### src/rtl/cs_pkg.sv
package cs_pkg;
  typedef enum logic {
    HALF_LO = 1'b0,
    HALF_HI = 1'b1
  } half_sel_e;
endpackage

### src/rtl/cs_rst_sync.sv
module cs_rst_sync (
  input  logic clk,
  input  logic rst_n,
  output logic rst_sync_n
);
  logic [1:0] stage_q;

  always_ff @(posedge clk or negedge rst_n) begin
    if (!rst_n) stage_q <= 2'b00;
    else        stage_q <= {stage_q[0], 1'b1};
  end

  assign rst_sync_n = stage_q[1];
endmodule

### src/rtl/cs_arm_ctrl.sv
module cs_arm_ctrl (
  input  logic clk,
  input  logic rst_n,
  input  logic pwr_down,
  input  logic arm_req,
  output logic run_q
);
  logic run_d;

  always_comb begin
    run_d = run_q;
    if (pwr_down)     run_d = 1'b0;
    else if (arm_req) run_d = 1'b1;
  end

  always_ff @(posedge clk or negedge rst_n) begin
    if (!rst_n) run_q <= 1'b0;
    else        run_q <= run_d;
  end
endmodule

### src/rtl/cs_count_core.sv
module cs_count_core #(
  parameter int CNT_W = 64,
  parameter int SEG_W = 16
) (
  input  logic             clk,
  input  logic             rst_n,
  input  logic             run,
  input  logic             pwr_down,
  output logic [CNT_W-1:0] count_q
);
  localparam int NSEG = CNT_W / SEG_W;

  logic [NSEG:0]      carry;
  logic [CNT_W-1:0]   count_d;
  logic               clear;

  assign clear    = pwr_down | ~run;
  assign carry[0] = run;

  for (genvar s = 0; s < NSEG; s++) begin : g_seg
    logic [SEG_W-1:0] seg_q;
    logic [SEG_W-1:0] seg_d;

    assign seg_q        = count_q[s*SEG_W +: SEG_W];
    assign carry[s+1]   = carry[s] & (&seg_q);

    always_comb begin
      if (clear) seg_d = '0;
      else       seg_d = seg_q + {{(SEG_W-1){1'b0}}, carry[s]};
    end

    assign count_d[s*SEG_W +: SEG_W] = seg_d;
  end

  logic unused_top_carry;
  assign unused_top_carry = carry[NSEG];

  always_ff @(posedge clk or negedge rst_n) begin
    if (!rst_n) count_q <= '0;
    else        count_q <= count_d;
  end
endmodule

### src/rtl/cs_read_port.sv
module cs_read_port #(
  parameter int BUS_W = 32
) (
  input  logic               clk,
  input  logic               rst_n,
  input  logic               rd_en,
  input  logic               sel_hi,
  input  logic [2*BUS_W-1:0] count,
  output logic [BUS_W-1:0]   rdata_q,
  output logic [BUS_W-1:0]   shadow_q
);
  logic [BUS_W-1:0] rdata_d;
  logic [BUS_W-1:0] shadow_d;
  logic             shadow_en;

  assign shadow_en = rd_en & ~sel_hi;

  always_comb begin
    shadow_d = shadow_q;
    if (shadow_en) shadow_d = count[2*BUS_W-1:BUS_W];
  end

  always_comb begin
    rdata_d = rdata_q;
    if (rd_en) rdata_d = sel_hi ? shadow_q : count[BUS_W-1:0];
  end

  always_ff @(posedge clk or negedge rst_n) begin
    if (!rst_n) begin
      rdata_q  <= '0;
      shadow_q <= '0;
    end else begin
      rdata_q  <= rdata_d;
      shadow_q <= shadow_d;
    end
  end
endmodule

### src/rtl/cycle_stamp_counter.sv
module cycle_stamp_counter
  import cs_pkg::*;
#(
  parameter int BUS_W = 32,
  parameter int SEG_W = 16
) (
  input  logic             clk,
  input  logic             rst_n,
  input  logic             pwr_down,
  input  logic             bus_wr,
  input  logic             bus_rd,
  input  logic             bus_sel,
  input  logic [BUS_W-1:0] bus_wdata,
  output logic [BUS_W-1:0] bus_rdata
);
  localparam int CNT_W = 2 * BUS_W;

  logic             rst_sync_n;
  logic             run_q;
  logic             arm_req;
  logic             sel_hi;
  logic [CNT_W-1:0] count_q;
  logic [BUS_W-1:0] shadow_q;
  half_sel_e        sel_e;

  logic unused_wdata;
  assign unused_wdata = ^bus_wdata;

  assign sel_e   = half_sel_e'(bus_sel);
  assign sel_hi  = (sel_e == HALF_HI);
  assign arm_req = bus_wr & (sel_e == HALF_LO);

  cs_rst_sync u_rst_sync (
    .clk        (clk),
    .rst_n      (rst_n),
    .rst_sync_n (rst_sync_n)
  );

  cs_arm_ctrl u_arm (
    .clk      (clk),
    .rst_n    (rst_sync_n),
    .pwr_down (pwr_down),
    .arm_req  (arm_req),
    .run_q    (run_q)
  );

  cs_count_core #(.CNT_W(CNT_W), .SEG_W(SEG_W)) u_core (
    .clk      (clk),
    .rst_n    (rst_sync_n),
    .run      (run_q),
    .pwr_down (pwr_down),
    .count_q  (count_q)
  );

  cs_read_port #(.BUS_W(BUS_W)) u_rd (
    .clk      (clk),
    .rst_n    (rst_sync_n),
    .rd_en    (bus_rd),
    .sel_hi   (sel_hi),
    .count    (count_q),
    .rdata_q  (bus_rdata),
    .shadow_q (shadow_q)
  );
endmodule

### config.mk
export PLATFORM = sky130hd
export DESIGN_NAME = cycle_stamp_counter
export DESIGN_NICKNAME = d
export VERILOG_FILES = /design/src/rtl/cs_pkg.sv /design/src/rtl/cs_rst_sync.sv /design/src/rtl/cs_arm_ctrl.sv /design/src/rtl/cs_count_core.sv /design/src/rtl/cs_read_port.sv /design/src/rtl/cycle_stamp_counter.sv
export SDC_FILE = /design/constraint.sdc
export NUM_CORES = 1
export LEC_CHECK = 0
export CORE_UTILIZATION = 63
export DETAILED_ROUTE_END_ITERATION = 8
export DONT_BUFFER_PORTS = 1
export PLACE_DENSITY_LB_ADDON = 0.3
export SLEW_MARGIN = 25
export SYNTH_ARGS = -nofsm -noshare
export SYNTH_HDL_FRONTEND = slang
export SYNTH_SLANG_ARGS = --single-unit
### constraint.sdc
create_clock -name clk -period 4.9 [get_ports clk]
set_input_delay 0.98 -clock clk [delete_from_list [all_inputs] [get_ports clk]]
set_output_delay 0.98 -clock clk [all_outputs]
set_load 0.1 [all_outputs]
Word-level counts from Yosys, hierarchy flattened:

Cells that the tools add are included.

* flip-flop bits (word level): 131
* latch bits: 0
* bits in writable memories: 0
* memory bits (read-only): 0
* bits of input ports: 38
* output and inout port bits: 32
* word-level logic and storage cells: 28
* memories kept: 0

* add/subtract/negate cells: 4
* multiply operators: 0
* div/mod/pow operators: 0
* order comparisons: 0
* equal/unequal tests: 0
* shift operators: 0
* mux-type cells: 7
* bitwise gates (word level): 8
* reductions and logical operators: 4

Operators with widths (number)
* adder 16 x 1 -> 16 bit: 4
* two-way mux 16 bit: 4
* AND reduction 16 bit: 3
* two-way mux 32 bit: 1
* bitwise AND 1 bit: 5
* two-way mux 1 bit: 2
* inverter 1 bit: 2
* nonzero test 2 bit: 1
* bitwise OR 1 bit: 1

Depth between registers and ports, before layout:

* word-level depth: 6
* depth in mapped cells: 10
* depth with buffers taken out: 9

Cells and area by module:

Synthesis repeated with hierarchy kept, for this count alone.

* cells, all modules: 535
* area total of the unflattened synthesis: 6043.3 um^2

Modules (own cells, without submodules)
* cs_count_core: times used 1, cells an instance 321, area each 3128.0 um^2, seq. area each 1601.5 um^2
* cs_read_port: times used 1, cells an instance 208, area each 2812.7 um^2, seq. area each 1601.5 um^2
* cs_rst_sync: times used 1, cells an instance 3, area each 53.8 um^2, seq. area each 50.0 um^2
* cs_arm_ctrl: times used 1, cells an instance 2, area each 35.0 um^2, seq. area each 25.0 um^2
* cycle_stamp_counter: times used 1, cells an instance 1, area each 13.8 um^2, seq. area each 0.0 um^2

Worst setup path before layout:

Ideal clock, no wire load.

* path kind: reg2reg
* from: register u_core.count_q[18]
* to: register u_core.count_q[63]
* setup time: 0.078 ns
* arrival: 2.685 ns
* data required time: 4.822 ns
* slack: 2.137 ns
* stages on the path, launching flop included: 11
* buffers on the path: 1
* clock period less this slack: 2.763 ns
* cells stage by stage: dfrtp_1 > and4_1 > clkbuf_1 > nor2b_1 > nand4_1 > nor4_1 > ha_1 > nand3_1 > or4_4 > or3_1 > a21oi_1

* longest elaborated chain between the ends: 5

RTL lines
* start, declared: RTL line cs_count_core.sv:9 `output logic [CNT_W-1:0] count_q`
* start signal, assigned: RTL line cs_count_core.sv:40 `else count_q <= count_d;`
* AND reduction 16 bit: RTL line cs_count_core.sv:25 `assign carry[s+1] = carry[s] & (&seg_q);`
* bitwise AND 1 bit (2 in a row): RTL line cs_count_core.sv:25
* adder 16 x 1 -> 16 bit: RTL line cs_count_core.sv:29 `else seg_d = seg_q + {{(SEG_W-1){1'b0}}, carry[s]};`
* two-way mux 16 bit: RTL line cs_count_core.sv:28 `if (clear) seg_d = '0;`
* via u_core.g_seg[3].seg_d[15]: RTL line cs_count_core.sv:22 `logic [SEG_W-1:0] seg_d;`

The timed path passes the listed nets, and every way through them passes these cells.
A chain may end at the register's enable or synchronous reset.

Worst setup path in the final report:

Ends and elaborated chain as after synthesis.

==> impl_results.md <==
- GRT overflow: 0
- Routed length per instance: 17.8 µm
- Synth unique cells: 35
- Pwr dens: just under 400 nW/µm²
- Fin Clk Skew: 0.00867 ns
- Final setup vio count: 0
- CP startpoint kind: register
- Width of the chip: 98.3 µm
- # clock sinks: ~130
- DR iter-0 viols: 260
- Synth top area share: 56.1%
- #FFs+latches synth: 131
- Cell with the most instances after synthesis: dfrtp_1
- Worst path bufs/invs: 0
- CTS clock-pin slew for the worst setup and hold paths: about 0.060 ns
- Max frequency: 0.313 GHz
- CTS Buffer Depth: 2
- HPWL after DPL: 7280 µm
- ANT nets after route: 0
- Peak supply drop: 268 µV
- Largest family of logic cells by synthesized area: simple AND/OR/NAND/NOR gates
- Worst-path fanout max: 8
- Routed vias: slightly below 4000
- Post-CTS Setup Bufs: 0
- # resized after CTS: 0
- Status: complete, but fails checks
- Inst Count DP: ~620
- Final worst slack: 1.71 ns
- Die ar.: approximately 9700 µm²
- Yosys top cell by area: dfrtp_1
- Period utilization: 65.2%
- Tot Pwr: 2.52 mW
- Post-synth EDFFs: 0
- Max-cap viol count: 0
- Antenna violations before repair: 0
- Sequential share of the synthesized area: 56.1%
- Worst-Skew Late Latency: 0.52 ns
- Cells after Synth: 534
- Area Growth Syn to Fin: 11.5%
- Total core area: 8850 µm²
- RSZ-0062 raised after global routing: no
- TritonCTS buffer count: 17
- Largest stage delay, worst path: 0.52 ns
- Ant. Diodes: 0
- Num ports: 70
- Final non-filler cell total: 655
- Worst Hold Class: in -> async
- Routed wire length: between 10000 and 15000 µm
- Met2 Use GR: 40.2%
- Worst slew pin tran: 0.942 ns
- Initial Util: 66.1%
- Die Ht: 98.3 µm
- Failing checks: design-rule violations
- TritonRoute pass-1 iters: 9
- Worst EP arrival: between 3 and 4 ns
- Max-Slew Margin vs Limit: 37.2%
- Post-Synth Adder-Cell Area: 1.71%
- Compound-cell area share of the yosys netlist: 5.46%
- Top post-synthesis cells by area: dfrtp_1, mux2_2, mux2i_1, nor2_1, xnor2_1
- GRT met1 Usage: between 30% and 40%
- RR Startpoint: u_core.count_q[18]$_DFF_PN0_
- Crit Path Category: reg -> reg
- CTS root buf: clkbuf_8
- CTS tree: done
- Asr flop ratio synth: 100%
- Synth warn: 0
- Vias in the first global route: 3955
- Share of post-route cells with drive strength above 1: 13.3%
- Syn Area/Cell: around 11 µm²
- Largest net degree at the start of global routing: between 80 and 90
- Synth cell count leaders: dfrtp_1, nor2_1, a21oi_1, mux2i_1, mux2_2
- Final Hold Vio Count: 0
- Xor/xnor cell area share of the yosys netlist: 6.44%
- Synth Area in Simple Gates: 16.6%
- Setup TNS: 0 ns
- Post-route DRC: 4
- Met3 global-route usage: 6.01%
- Total track usage: 26.9%
- CP cell instances: and4_1 > nor2b_1 > nand4_1 > nor4_1 > ha_1 > nand3_1 > or4_4 > or3_1 > a21oi_1
- Pre-CTS WS: 1.68 ns
- GRT busiest layer: met2
- Final Wtd Congestion: 0.801
- Final slew viol count: 0
- Crit end category: register
- Syn Std Cell Area: 5850 µm²
- CP delay by family, top: simple AND/OR/NAND/NOR gates
- WHS: 0.149 ns
- Hold buffers post-CTS: 0
- Reg2Reg Setup Slack: 1.71 ns
- Crit-path slowest cell: or4_4
- Leak Pwr: 2.86 nW
- H-tree Lvls: 4
- Global-route wire length before repair: 19900 µm
- Required @ worst endpoint: 5.34 ns
- Post-Syn Nets: 580
- Via-to-Cell Ratio: 6.07
- CP startpoint: u_core.count_q[18]$_DFF_PN0_
- Port Buffers: 0
- Nets: slightly below 600
- Minimum clock period after layout: 3.19 ns
- Site Rows: 34
- Top FF cell, synth: dfrtp_1
- Mux cell area share after synthesis: 11.6%
==> final timing paths <==
kind                       cells after the start                         endpoint
hold / removal                                 0  u_rst_sync.stage_q[1]$_DFF_PN0_
min in group clk                               0  u_rst_sync.stage_q[1]$_DFF_PN0_
hold reg to reg                                0     u_rd.shadow_q[3]$_DFFE_PN0P_
setup reg to reg                               9     u_core.count_q[63]$_DFF_PN0_
max in group asynchronous                      2    u_rd.shadow_q[16]$_DFFE_PN0P_
setup / recovery                               9     u_core.count_q[63]$_DFF_PN0_
==> cell families (layout without fill, tap and decap cells) <==
group	Yosys count	in the layout
compound gates	62	62
other cells	1	1
xor+xnor	43	43
buf+inv	30	43
mux	64	64
flops	131	131
fa+ha+maj	8	8
simple gates	195	195
==> layout by cell type, fill, tap and decap left out, drive strengths merged <==
| cell type | n |
|---|---|
| nand2 | 20 |
| mux2 | 32 |
| a31o | 1 |
| xnor2 | 27 |
| nor2 | 79 |
| nor3 | 12 |
| nor4 | 10 |
| or3 | 14 |
| o21ai | 12 |
| dfrtp | 131 |
| nand4 | 16 |
| and3 | 5 |
| nor2b | 4 |
| clkinvlp | 1 |
| mux2i | 32 |
| a21oi | 47 |
| buf | 4 |
| ha | 8 |
| or4 | 4 |
| clkbuf | 20 |
| and2 | 7 |
| xor2 | 16 |
| o31ai | 1 |
| o211ai | 1 |
| and4 | 2 |
| clkinv | 8 |
| inv | 8 |
| conb | 1 |
| bufinv | 2 |
| nand3 | 21 |
| nand2b | 1 |
==> layout make-up <==
class / instances / area (µm²)
Sequential cell: 131 / 3280
Multi-Input combinational cell: 373 / 2460
Fill cell: 579 / 2330
Clock buffer: 20 / 435
Tap cell: 108 / 135
Clock inverter: 12 / 131
Timing Repair Buffer: 4 / 50.0
Inverter: 7 / 26.3
==> stage by stage <==
| stage | area (µm²) | util (%) |
|---|---|---|
| 6_report | 6520 | 73.6 |
| 5_1_grt | 6520 | 73.6 |
| 4_1_cts | 6490 | 73.3 |
| 3_5_place_dp | 5920 | 66.9 |
| 3_3_place_gp | 5920 | 66.9 |
| 2_1_floorplan | 5850 | - |
==> metal layers <==
| metal | vias to the layer above | wire length, µm |
|---|---|---|
| met4 | 0 | 231 |
| met2 | 93 | 5480 |
| li1 | 1869 | - |
| met3 | 22 | 410 |
| met1 | 1994 | 5550 |
| met5 | - | 0 |
==> power breakdown <==
| group | leakage (nW) | total, mW | switching [mW] | internal, mW |
|---|---|---|---|---|
| Clock | 0.279 | 1.21 | 0.468 | 0.737 |
| Sequential | 1.78 | 1.25 | 0.154 | 1.10 |
| Combinational | 0.805 | 0.0612 | 0.0381 | 0.0231 |
==> sequential cells by signal, summed over array words and instances, names as in the netlist <==
| name | cells |
|---|---|
| u_arm.run_q | 1 |
| u_core.count_q | 64 |
| u_rd.rdata_q | 32 |
| u_rd.shadow_q | 32 |
| u_rst_sync.stage_q | 2 |
==> worst reg2reg max path, cell delays in order (launching register included) <==
cell and delay [ns]:
dfrtp_1 0.43, and4_1 0.38, nor2b_1 0.19, nand4_1 0.16, nor4_1 0.45, ha_1 0.27, nand3_1 0.21, or4_4 0.52
or3_1 0.36, a21oi_1 0.15
No activity file was read; power rests on OpenSTA's default activity.
